<file path="src/rtl/irq_trig_pkg.sv">
package irq_trig_pkg;

    // Per-line state: {previous level, pending}
    typedef enum logic [1:0] {
        LN_QUIET     = 2'b00,
        LN_LOW_PEND  = 2'b01,
        LN_HIGH_CLR  = 2'b10,
        LN_HIGH_PEND = 2'b11
    } line_state_e;

    typedef struct packed {
        logic is_new;
        logic is_merged;
        logic is_masked;
    } line_evt_t;

endpackage

</file>
<file path="src/rtl/irq_trig_mode_reg.sv">
module irq_trig_mode_reg #(
    parameter int                  WIDTH = 8,
    parameter logic [WIDTH-1:0]    WMASK = 'hF8
) (
    input  logic             clk,
    input  logic             rst_n,
    input  logic             wr_en,
    input  logic [WIDTH-1:0] wdata,
    output logic [WIDTH-1:0] mode_q
);

    always_ff @(posedge clk or negedge rst_n) begin
        if (!rst_n) begin
            mode_q <= '0;
        end else if (wr_en) begin
            mode_q <= wdata & WMASK;
        end
    end


    mode_write_chk: assert property (@(posedge clk) disable iff (!rst_n)
        wr_en |=> (mode_q == ($past(wdata) & WMASK)));

endmodule

</file>
<file path="src/rtl/irq_trig_lane.sv">
module irq_trig_lane
    import irq_trig_pkg::*;
(
    input  logic clk,
    input  logic rst_n,
    input  logic line_in,
    input  logic level_mode,
    input  logic ack_hit,
    input  logic init_rst,
    input  logic mask_bit,
    output logic pend_o,
    output logic ev_new_o,
    output logic ev_merged_o,
    output logic ev_masked_o
);

    line_state_e state_q, state_d;
    line_evt_t   evt_d, evt_q;
    logic        hit_d;

    // state register
    always_ff @(posedge clk or negedge rst_n) begin
        if (!rst_n) begin
            state_q <= LN_QUIET;
        end else begin
            state_q <= state_d;
        end
    end

    // transition logic
    always_comb begin
        state_d = state_q;
        hit_d   = 1'b0;
        evt_d   = '0;
        if (init_rst) begin
            state_d = (level_mode && (state_q == LN_LOW_PEND || state_q == LN_HIGH_PEND))
                      ? LN_LOW_PEND : LN_QUIET;
        end else begin
            unique case (state_q)
                LN_QUIET: begin
                    if (line_in) begin
                        if (level_mode || !ack_hit) begin
                            state_d      = LN_HIGH_PEND;
                            evt_d.is_new = 1'b1;
                            hit_d        = 1'b1;
                        end
                    end
                end
                LN_HIGH_CLR: begin
                    if (!line_in) begin
                        state_d = LN_QUIET;
                    end else if (level_mode) begin
                        state_d = LN_HIGH_PEND;
                    end
                end
                LN_LOW_PEND: begin
                    if (line_in) begin
                        if (level_mode || !ack_hit) begin
                            state_d         = LN_HIGH_PEND;
                            evt_d.is_merged = 1'b1;
                            hit_d           = 1'b1;
                        end else begin
                            state_d = LN_QUIET;
                        end
                    end else if (level_mode || ack_hit) begin
                        state_d = LN_QUIET;
                    end
                end
                LN_HIGH_PEND: begin
                    if (line_in) begin
                        if (!level_mode && ack_hit) begin
                            state_d = LN_HIGH_CLR;
                        end
                    end else if (level_mode || ack_hit) begin
                        state_d = LN_QUIET;
                    end else begin
                        state_d = LN_LOW_PEND;
                    end
                end
            endcase
        end
        evt_d.is_masked = hit_d && mask_bit;
    end

    // registered report pulses
    always_ff @(posedge clk or negedge rst_n) begin
        if (!rst_n) begin
            evt_q <= '0;
        end else begin
            evt_q <= evt_d;
        end
    end

    // outputs
    always_comb begin
        unique case (state_q)
            LN_QUIET:     pend_o = 1'b0;
            LN_HIGH_CLR:  pend_o = 1'b0;
            LN_LOW_PEND:  pend_o = 1'b1;
            LN_HIGH_PEND: pend_o = 1'b1;
        endcase
        ev_new_o    = evt_q.is_new;
        ev_merged_o = evt_q.is_merged;
        ev_masked_o = evt_q.is_masked;
    end


    level_follow_chk: assert property (@(posedge clk) disable iff (!rst_n)
        (level_mode && !init_rst) |=> (pend_o == $past(line_in)));


    edge_hold_chk: assert property (@(posedge clk) disable iff (!rst_n)
        (pend_o && !level_mode && !ack_hit && !init_rst) |=> pend_o);


    level_ack_ignored_chk: assert property (@(posedge clk) disable iff (!rst_n)
        (ack_hit && level_mode && line_in && !init_rst) |=> pend_o);


    edge_ack_clear_chk: assert property (@(posedge clk) disable iff (!rst_n)
        (ack_hit && !level_mode && !init_rst) |=> !pend_o);


    init_drop_edge_chk: assert property (@(posedge clk) disable iff (!rst_n)
        (init_rst && !level_mode) |=> !pend_o);


    report_sets_pend_chk: assert property (@(posedge clk) disable iff (!rst_n)
        (ev_new_o || ev_merged_o) |-> pend_o);


    report_exclusive_chk: assert property (@(posedge clk) disable iff (!rst_n)
        !(ev_new_o && ev_merged_o));


    masked_needs_report_chk: assert property (@(posedge clk) disable iff (!rst_n)
        ev_masked_o |-> (ev_new_o || ev_merged_o));

endmodule

</file>
<file path="src/rtl/irq_trig_latch.sv">
module irq_trig_latch #(
    parameter int                       NUM_LINES  = 8,
    parameter logic [NUM_LINES-1:0]     MODE_WMASK = 'hF8,
    localparam int                      IDX_W      = $clog2(NUM_LINES)
) (
    input  logic                 clk,
    input  logic                 rst_n,
    input  logic [NUM_LINES-1:0] irq_in,
    input  logic [NUM_LINES-1:0] line_mask,
    input  logic                 ack_valid,
    input  logic [IDX_W-1:0]     ack_idx,
    input  logic                 init_pulse,
    input  logic                 mode_wr,
    input  logic [NUM_LINES-1:0] mode_wdata,
    output logic [NUM_LINES-1:0] mode_rdata,
    output logic [NUM_LINES-1:0] pending,
    output logic [NUM_LINES-1:0] req_new,
    output logic [NUM_LINES-1:0] req_merged,
    output logic [NUM_LINES-1:0] req_masked
);

    logic [NUM_LINES-1:0] mode_q;
    logic [NUM_LINES-1:0] ack_hit;

    irq_trig_mode_reg #(
        .WIDTH (NUM_LINES),
        .WMASK (MODE_WMASK)
    ) mode_reg_i (
        .clk    (clk),
        .rst_n  (rst_n),
        .wr_en  (mode_wr),
        .wdata  (mode_wdata),
        .mode_q (mode_q)
    );

    assign mode_rdata = mode_q;

    for (genvar gi = 0; gi < NUM_LINES; gi++) begin : g_lane
        assign ack_hit[gi] = ack_valid && (ack_idx == IDX_W'(gi));

        irq_trig_lane lane_i (
            .clk         (clk),
            .rst_n       (rst_n),
            .line_in     (irq_in[gi]),
            .level_mode  (mode_q[gi]),
            .ack_hit     (ack_hit[gi]),
            .init_rst    (init_pulse),
            .mask_bit    (line_mask[gi]),
            .pend_o      (pending[gi]),
            .ev_new_o    (req_new[gi]),
            .ev_merged_o (req_merged[gi]),
            .ev_masked_o (req_masked[gi])
        );
    end


    ack_onehot_chk: assert property (@(posedge clk) disable iff (!rst_n)
        $onehot0(ack_hit));


    forced_edge_chk: assert property (@(posedge clk) disable iff (!rst_n)
        (mode_rdata & ~MODE_WMASK) == '0);

endmodule

</file>
<file path="config.mk">
export PLATFORM = sky130hd
export DESIGN_NAME = irq_trig_latch
export DESIGN_NICKNAME = d
export VERILOG_FILES = /design/src/rtl/irq_trig_pkg.sv /design/src/rtl/irq_trig_mode_reg.sv /design/src/rtl/irq_trig_lane.sv /design/src/rtl/irq_trig_latch.sv
export SDC_FILE = /design/constraint.sdc
export NUM_CORES = 1
export LEC_CHECK = 0
export CORE_ASPECT_RATIO = 1.4
export CORE_MARGIN = 8
export CORE_UTILIZATION = 62
export DETAILED_ROUTE_END_ITERATION = 16
export DONT_BUFFER_PORTS = 1
export PLACE_DENSITY = 0.75
export SYNTH_ARGS = -nofsm -noshare
export SYNTH_HDL_FRONTEND = slang
export SYNTH_SLANG_ARGS = --single-unit
export TNS_END_PERCENT = 100
</file>
<file path="constraint.sdc">
create_clock -name clk -period 1.1 [get_ports clk]
set_clock_uncertainty 0.1 [all_clocks]
set_input_delay 0.055 -clock clk [delete_from_list [all_inputs] [get_ports clk]]
set_output_delay 0.055 -clock clk [all_outputs]
set_load 0.05 [all_outputs]
</file>
# After elaboration in Yosys (flattened, before gate mapping)
# Cells that the tools add are included.
op_classes:
  eq_ne: 71
  n_mux: 162
  reduce_logical: 95
ops:
  columns: ["cell", "n"]
  rows:
  - ["$mux 2", 85]
  - ["$ne 4x4->1 const B", 21]
  - ["$pmux 2 s4", 8]
  - ["$mux 1", 61]
  - ["$reduce_or 2->1", 24]
  - ["$reduce_and 5->1", 8]
  - ["$ne 3x3->1 const B", 11]
  - ["$eq 2x2->1 const B", 16]
  - ["$logic_and 1x1->1", 26]
  - ["$ne 3x2->1 const B", 8]
  - ["$eq 2x1->1 const B", 8]
  - ["$logic_not 2->1", 8]
  - ["$pmux 1 s2", 8]
  - ["$logic_or 1x1->1", 15]
  - ["$logic_not 1->1", 13]
  - ["$eq 3x3->1 const B", 4]
  - ["$eq 3x2->1 const B", 2]
  - ["$eq 3x1->1 const B", 1]
  - ["$logic_not 3->1", 1]
totals:
  elab_cells: 361
  reg_bits: 45

# Depth between registers and ports, before layout
depth:
  depth_word: 9
  ltp_mapped: 4
  ltp_nobuf: 3

# By module
# A second synthesis with hierarchy kept.
hier_totals:
  hier_cells: 182
  area_unflattened_um2: 2025.7
by_module_without_submodules:
  columns: ["module", "cells_per_inst", "instances", "area_per_inst_um2"]
  rows:
  - ["irq_trig_lane", 20, 8, 215.2]
  - ["irq_trig_mode_reg", 14, 1, 207.7]
  - ["irq_trig_latch", 8, 1, 96.3]

# Worst setup path after synthesis
# Ideal clock, no wire load.
synth_path:
  kind: "register to register"
  from: "register g_lane[3].lane_i.state_q[0]"
  to: "register g_lane[3].lane_i.state_q[0]"
  slack_ns: 0.126
  stages_incl_launch_ff: 4
  arrival_time_ns: 0.753
  setup_ns: 0.122
  period_less_slack_ns: 0.974
  cell_sequence: "dfrtp_1 -> inv_1 -> o22ai_1 -> a32o_1"
synth_between:
  elab_chain_cells: 5
  elab_cells_between_ends: 15
synth_lines:
  columns: ["item", "line_no", "text"]
  rows:
  - ["start, declared", "irq_trig_lane.sv:17", "line_state_e state_q, state_d;"]
  - ["start signal, assigned", "irq_trig_lane.sv:26", "state_q <= state_d;"]
  - ["branches (longest 5 deep; another with $reduce_and 5->1)", null, null]
# Several ways; the timed one is not identified.
# A chain may end at the register's enable or synchronous reset.

# Final worst setup path
layout_path:
  from: "register mode_reg_i.mode_q[3]"
  to: "output port mode_rdata[3]"
layout_rtl:
  columns: ["item", "line_no", "text"]
  rows:
  - ["start, declared", "irq_trig_mode_reg.sv:9", "output logic [WIDTH-1:0] mode_q"]
  - ["start signal, assigned", "irq_trig_mode_reg.sv:16", "mode_q <= wdata & WMASK;"]
  - ["end, declared", "irq_trig_latch.sv:15", "output logic [NUM_LINES-1:0] mode_rdata,"]
# No word-level cell between the ends.

==> impl_metrics.tcl <==
set metrics [dict create \
    dr_vias_cell 5.55 \
    first_pass_iters 4 \
    place_inst 218 \
    power_density_nw_per_um2 1560 \
    clk_root_buffer_cell "sky130_fd_sc_hd__clkbuf_8" \
    hpwlAfterDp_um 3090 \
    core_area_um2 3350 \
    drt_iter0_drc 91 \
    synth-seq-area-share 0.526 \
    clock_latency_on_the_worst_skew_pair_ns 0.29 \
    endpoint_kind "output pin" \
    place_worst_setup_slack_ns 0.0504 \
    r2r_setup_slack_ns -0.02 \
    r2r_start "mode_reg_i.mode_q[3]" \
    crit_chain "buf_4, buf_6" \
    die_w_um 65.7 \
    finalHoldViolations 52 \
    max_freq_mhz 879 \
    crit_path_top_delay_cell "sky130_fd_sc_hd__dfrtp_1" \
    finalWorstPathRequiredPeriod_ns 1.14 \
    final_nets 253 \
    clk_pin_slew_worst_paths_ns 0.08 \
    static-leakage-power_nw 1.25 \
    global_route_wire_length_before_repair_um 7730 \
    synth_top_cell_area_share 0.526 \
    setup_slack_ns -0.0375 \
    floorplan.die_area_um2 5620 \
    rr_worst_depth 4 \
    initial_core_util 0.640 \
    failing_checks "hold timing, setup timing" \
    critical_path_arrival_ns 0.98 \
    crit_path_max_incr_delay_ns 0.39 \
    synth_top_area_cell "sky130_fd_sc_hd__dfrtp_1" \
    cp_data_required_time_ns 0.94 \
    cts-htree-levels 2 \
    worst-path-max-fanout 2 \
    synth-seq-cells 45 \
    start_kind "flip-flop" \
    post_synth.cell_area_avg_um2 10.5 \
    min_path_type "primary input to async pin" \
    report.power.total_mw 4.12 \
    setup_viol 3 \
    post_place_instance_area_um2 2030 \
    fp-row-count 25 \
    routed_wirelength_um 5070 \
    non_filler_instances 262 \
    remaining_antenna_violation_count_after_routing 0 \
    multi_input_area_um2 683 \
    routabilityCongestion 0.740 \
    async_sr_flop_fraction 1.00 \
    numClockSinks 45 \
    syn_area_um2 2140 \
    antennaDiodeCount 0 \
    yosysWarningCount 0 \
    power.ir.vdd_worst_mv 1.29 \
    layout-area-overhead-vs-synth_pct 22.9 \
    grt_max_degree 46 \
    antenna_found_initial 0 \
    global_route.overflow_total 0 \
    buffer_ports.inserted 0 \
    count_of_flip_flops_with_a_built_in_enable_after_synthesis 0 \
    post_synth_top_flop "sky130_fd_sc_hd__dfrtp_1" \
    cap_viol_max_count 0 \
    run_status "finished, violations left" \
    post_drt_wl_per_cell_um 19.4 \
    cts_tree "yes" \
    netlist_top_cells_area "sky130_fd_sc_hd__dfrtp_1 53%, sky130_fd_sc_hd__buf_4 14%, sky130_fd_sc_hd__nor3b_1 3.2%" \
    drc 0 \
    floorplan.io_pins 72 \
    crit_path_start "mode_reg_i.mode_q[3]" \
    clk_path_buf_depth 2 \
    hold-worst-slack_ns -0.654 \
    regToRegEndpoint "g_lane[3].lane_i.state_q[1]" \
    cts-buffers-inserted 5 \
    synth_cells 204 \
    finalCritPeriodShare 1.03 \
    post-synth-top-count-cell "sky130_fd_sc_hd__dfrtp_1" \
    ys_types 29 \
    finalInstanceArea_um2 2630 \
    die_height_um 85.6 \
    ratio_of_cells_with_drive_above_1_in_the_final_layout 0.275 \
    vias 1454 \
    critPathKind "flip-flop to output pin" \
    fillers 205 \
    critPathCapture "mode_rdata[3]" \
    report.final.slew_viol_count 0 \
    register_area_um2 1140 \
    number_of_global_route_vias_before_repair 1620 \
    grt_setup_unrepaired "true" \
    synthTopCellsByCount "45 x sky130_fd_sc_hd__dfrtp_1, 40 x sky130_fd_sc_hd__buf_4, 15 x sky130_fd_sc_hd__inv_1, 15 x sky130_fd_sc_hd__nor2_1, 11 x sky130_fd_sc_hd__nand3_1" \
    grt_use_total 0.177 \
]
-- worst max-delay path, delay by kind of cell (launching register included) --
family,cells,cell delay [ns]
flip-flops,1,0.39
buffers and inverters,2,0.30
-- through the flow --
stage	TNS [ns]	utilization
floorplan	0	-
global placement	0	0.605
detailed placement	0	0.605
CTS	-0.0421	0.740
global route	-0.381	0.787
finish	-0.0585	0.787
-- flip-flops by register name (all words and copies together) (netlist names) --
name and cells:
g_lane.lane_i.ev_masked_o 8, g_lane.lane_i.ev_merged_o 8, g_lane.lane_i.ev_new_o 8, g_lane.lane_i.state_q 16, mode_reg_i.mode_q 5
-- kinds of logic (layout without fill, tap and decap cells) --
group,after synthesis,count (layout),synth area share
AO/OA/AOI/OAI,21,21,0.0608
buffers and inverters,65,81,0.185
flip-flops,45,45,0.526
multiplexers,5,5,0.0263
other,1,3,0.00175
AND/OR/NAND/NOR,67,67,0.201
-- final cells by class --
type,count,area share
Sequential cell,45,0.432
Tap cell,40,0.0190
Multi-Input combinational cell,96,0.260
Clock inverter,1,0.0114
Timing Repair Buffer,58,0.224
Inverter,15,0.0214
Clock buffer,7,0.0328
-- cell usage in the layout, fill, tap and decap left out, types with 2 or more instances in the layout --
cell type and count:
sky130_fd_sc_hd__inv_1 15, sky130_fd_sc_hd__buf_4 14, sky130_fd_sc_hd__clkbuf_8 6, sky130_fd_sc_hd__nor2b_1 2, sky130_fd_sc_hd__dfrtp_1 36, sky130_fd_sc_hd__dlymetal6s4s_1 2, sky130_fd_sc_hd__buf_6 7, sky130_fd_sc_hd__o21ai_1 5
sky130_fd_sc_hd__dfrtp_2 9, sky130_fd_sc_hd__nand2_1 3, sky130_fd_sc_hd__o311a_1 3, sky130_fd_sc_hd__mux2_2 5, sky130_fd_sc_hd__conb_1 3, sky130_fd_sc_hd__o21ai_2 3, sky130_fd_sc_hd__nor3b_2 6, sky130_fd_sc_hd__nor3b_1 3
sky130_fd_sc_hd__nor3_1 6, sky130_fd_sc_hd__a21oi_1 5, sky130_fd_sc_hd__nor2_1 15, sky130_fd_sc_hd__nand3_1 11, sky130_fd_sc_hd__nor4bb_4 2, sky130_fd_sc_hd__o21ai_0 2, sky130_fd_sc_hd__nand2b_1 2, sky130_fd_sc_hd__buf_8 4
sky130_fd_sc_hd__dlygate4sd3_1 30, sky130_fd_sc_hd__and2_1 6, sky130_fd_sc_hd__nand4b_1 3, sky130_fd_sc_hd__nor4_1 2
-- metal layers --
layer,part of all wire,track usage,up-vias
met5,0,0,-
met4,0.029,0.0857,0
met3,0.079,0.0561,14
met2,0.56,0.319,58
met1,0.33,0.173,716
li1,-,-,666
-- how the worst min path moves through the flow --
stage | to | startpoint | slack [ns] | depth (start not counted)
floorplan | g_lane[0].lane_i.ev_masked_o | rst_n | -0.34 | 0
global placement | g_lane[4].lane_i.ev_merged_o | rst_n | -0.34 | 0
detailed placement | g_lane[4].lane_i.ev_masked_o | rst_n | -0.34 | 0
CTS | g_lane[2].lane_i.ev_new_o | rst_n | -0.66 | 0
global route | g_lane[7].lane_i.ev_masked_o | rst_n | -0.67 | 0
finish | g_lane[6].lane_i.ev_merged_o | rst_n | -0.65 | 0
-- what timing repair did --
item                       in CTS  in global routing
hold buffers                   27                  6
setup endpoints to repair      10                 37
buffers inserted                5                  1
resized for setup              16                 25
hold endpoints to repair       88                 77
pin swaps                       0                  2
-- power breakdown --
part / total [mW] / internal, mW / switching (mW) / leakage, nW
Combinational: 0.817 / 0.382 / 0.435 / 0.614
Sequential: 2.03 / 1.77 / 0.259 / 0.577
Clock: 1.27 / 0.740 / 0.530 / 0.0585
Power figures use the tool's default switching activity.
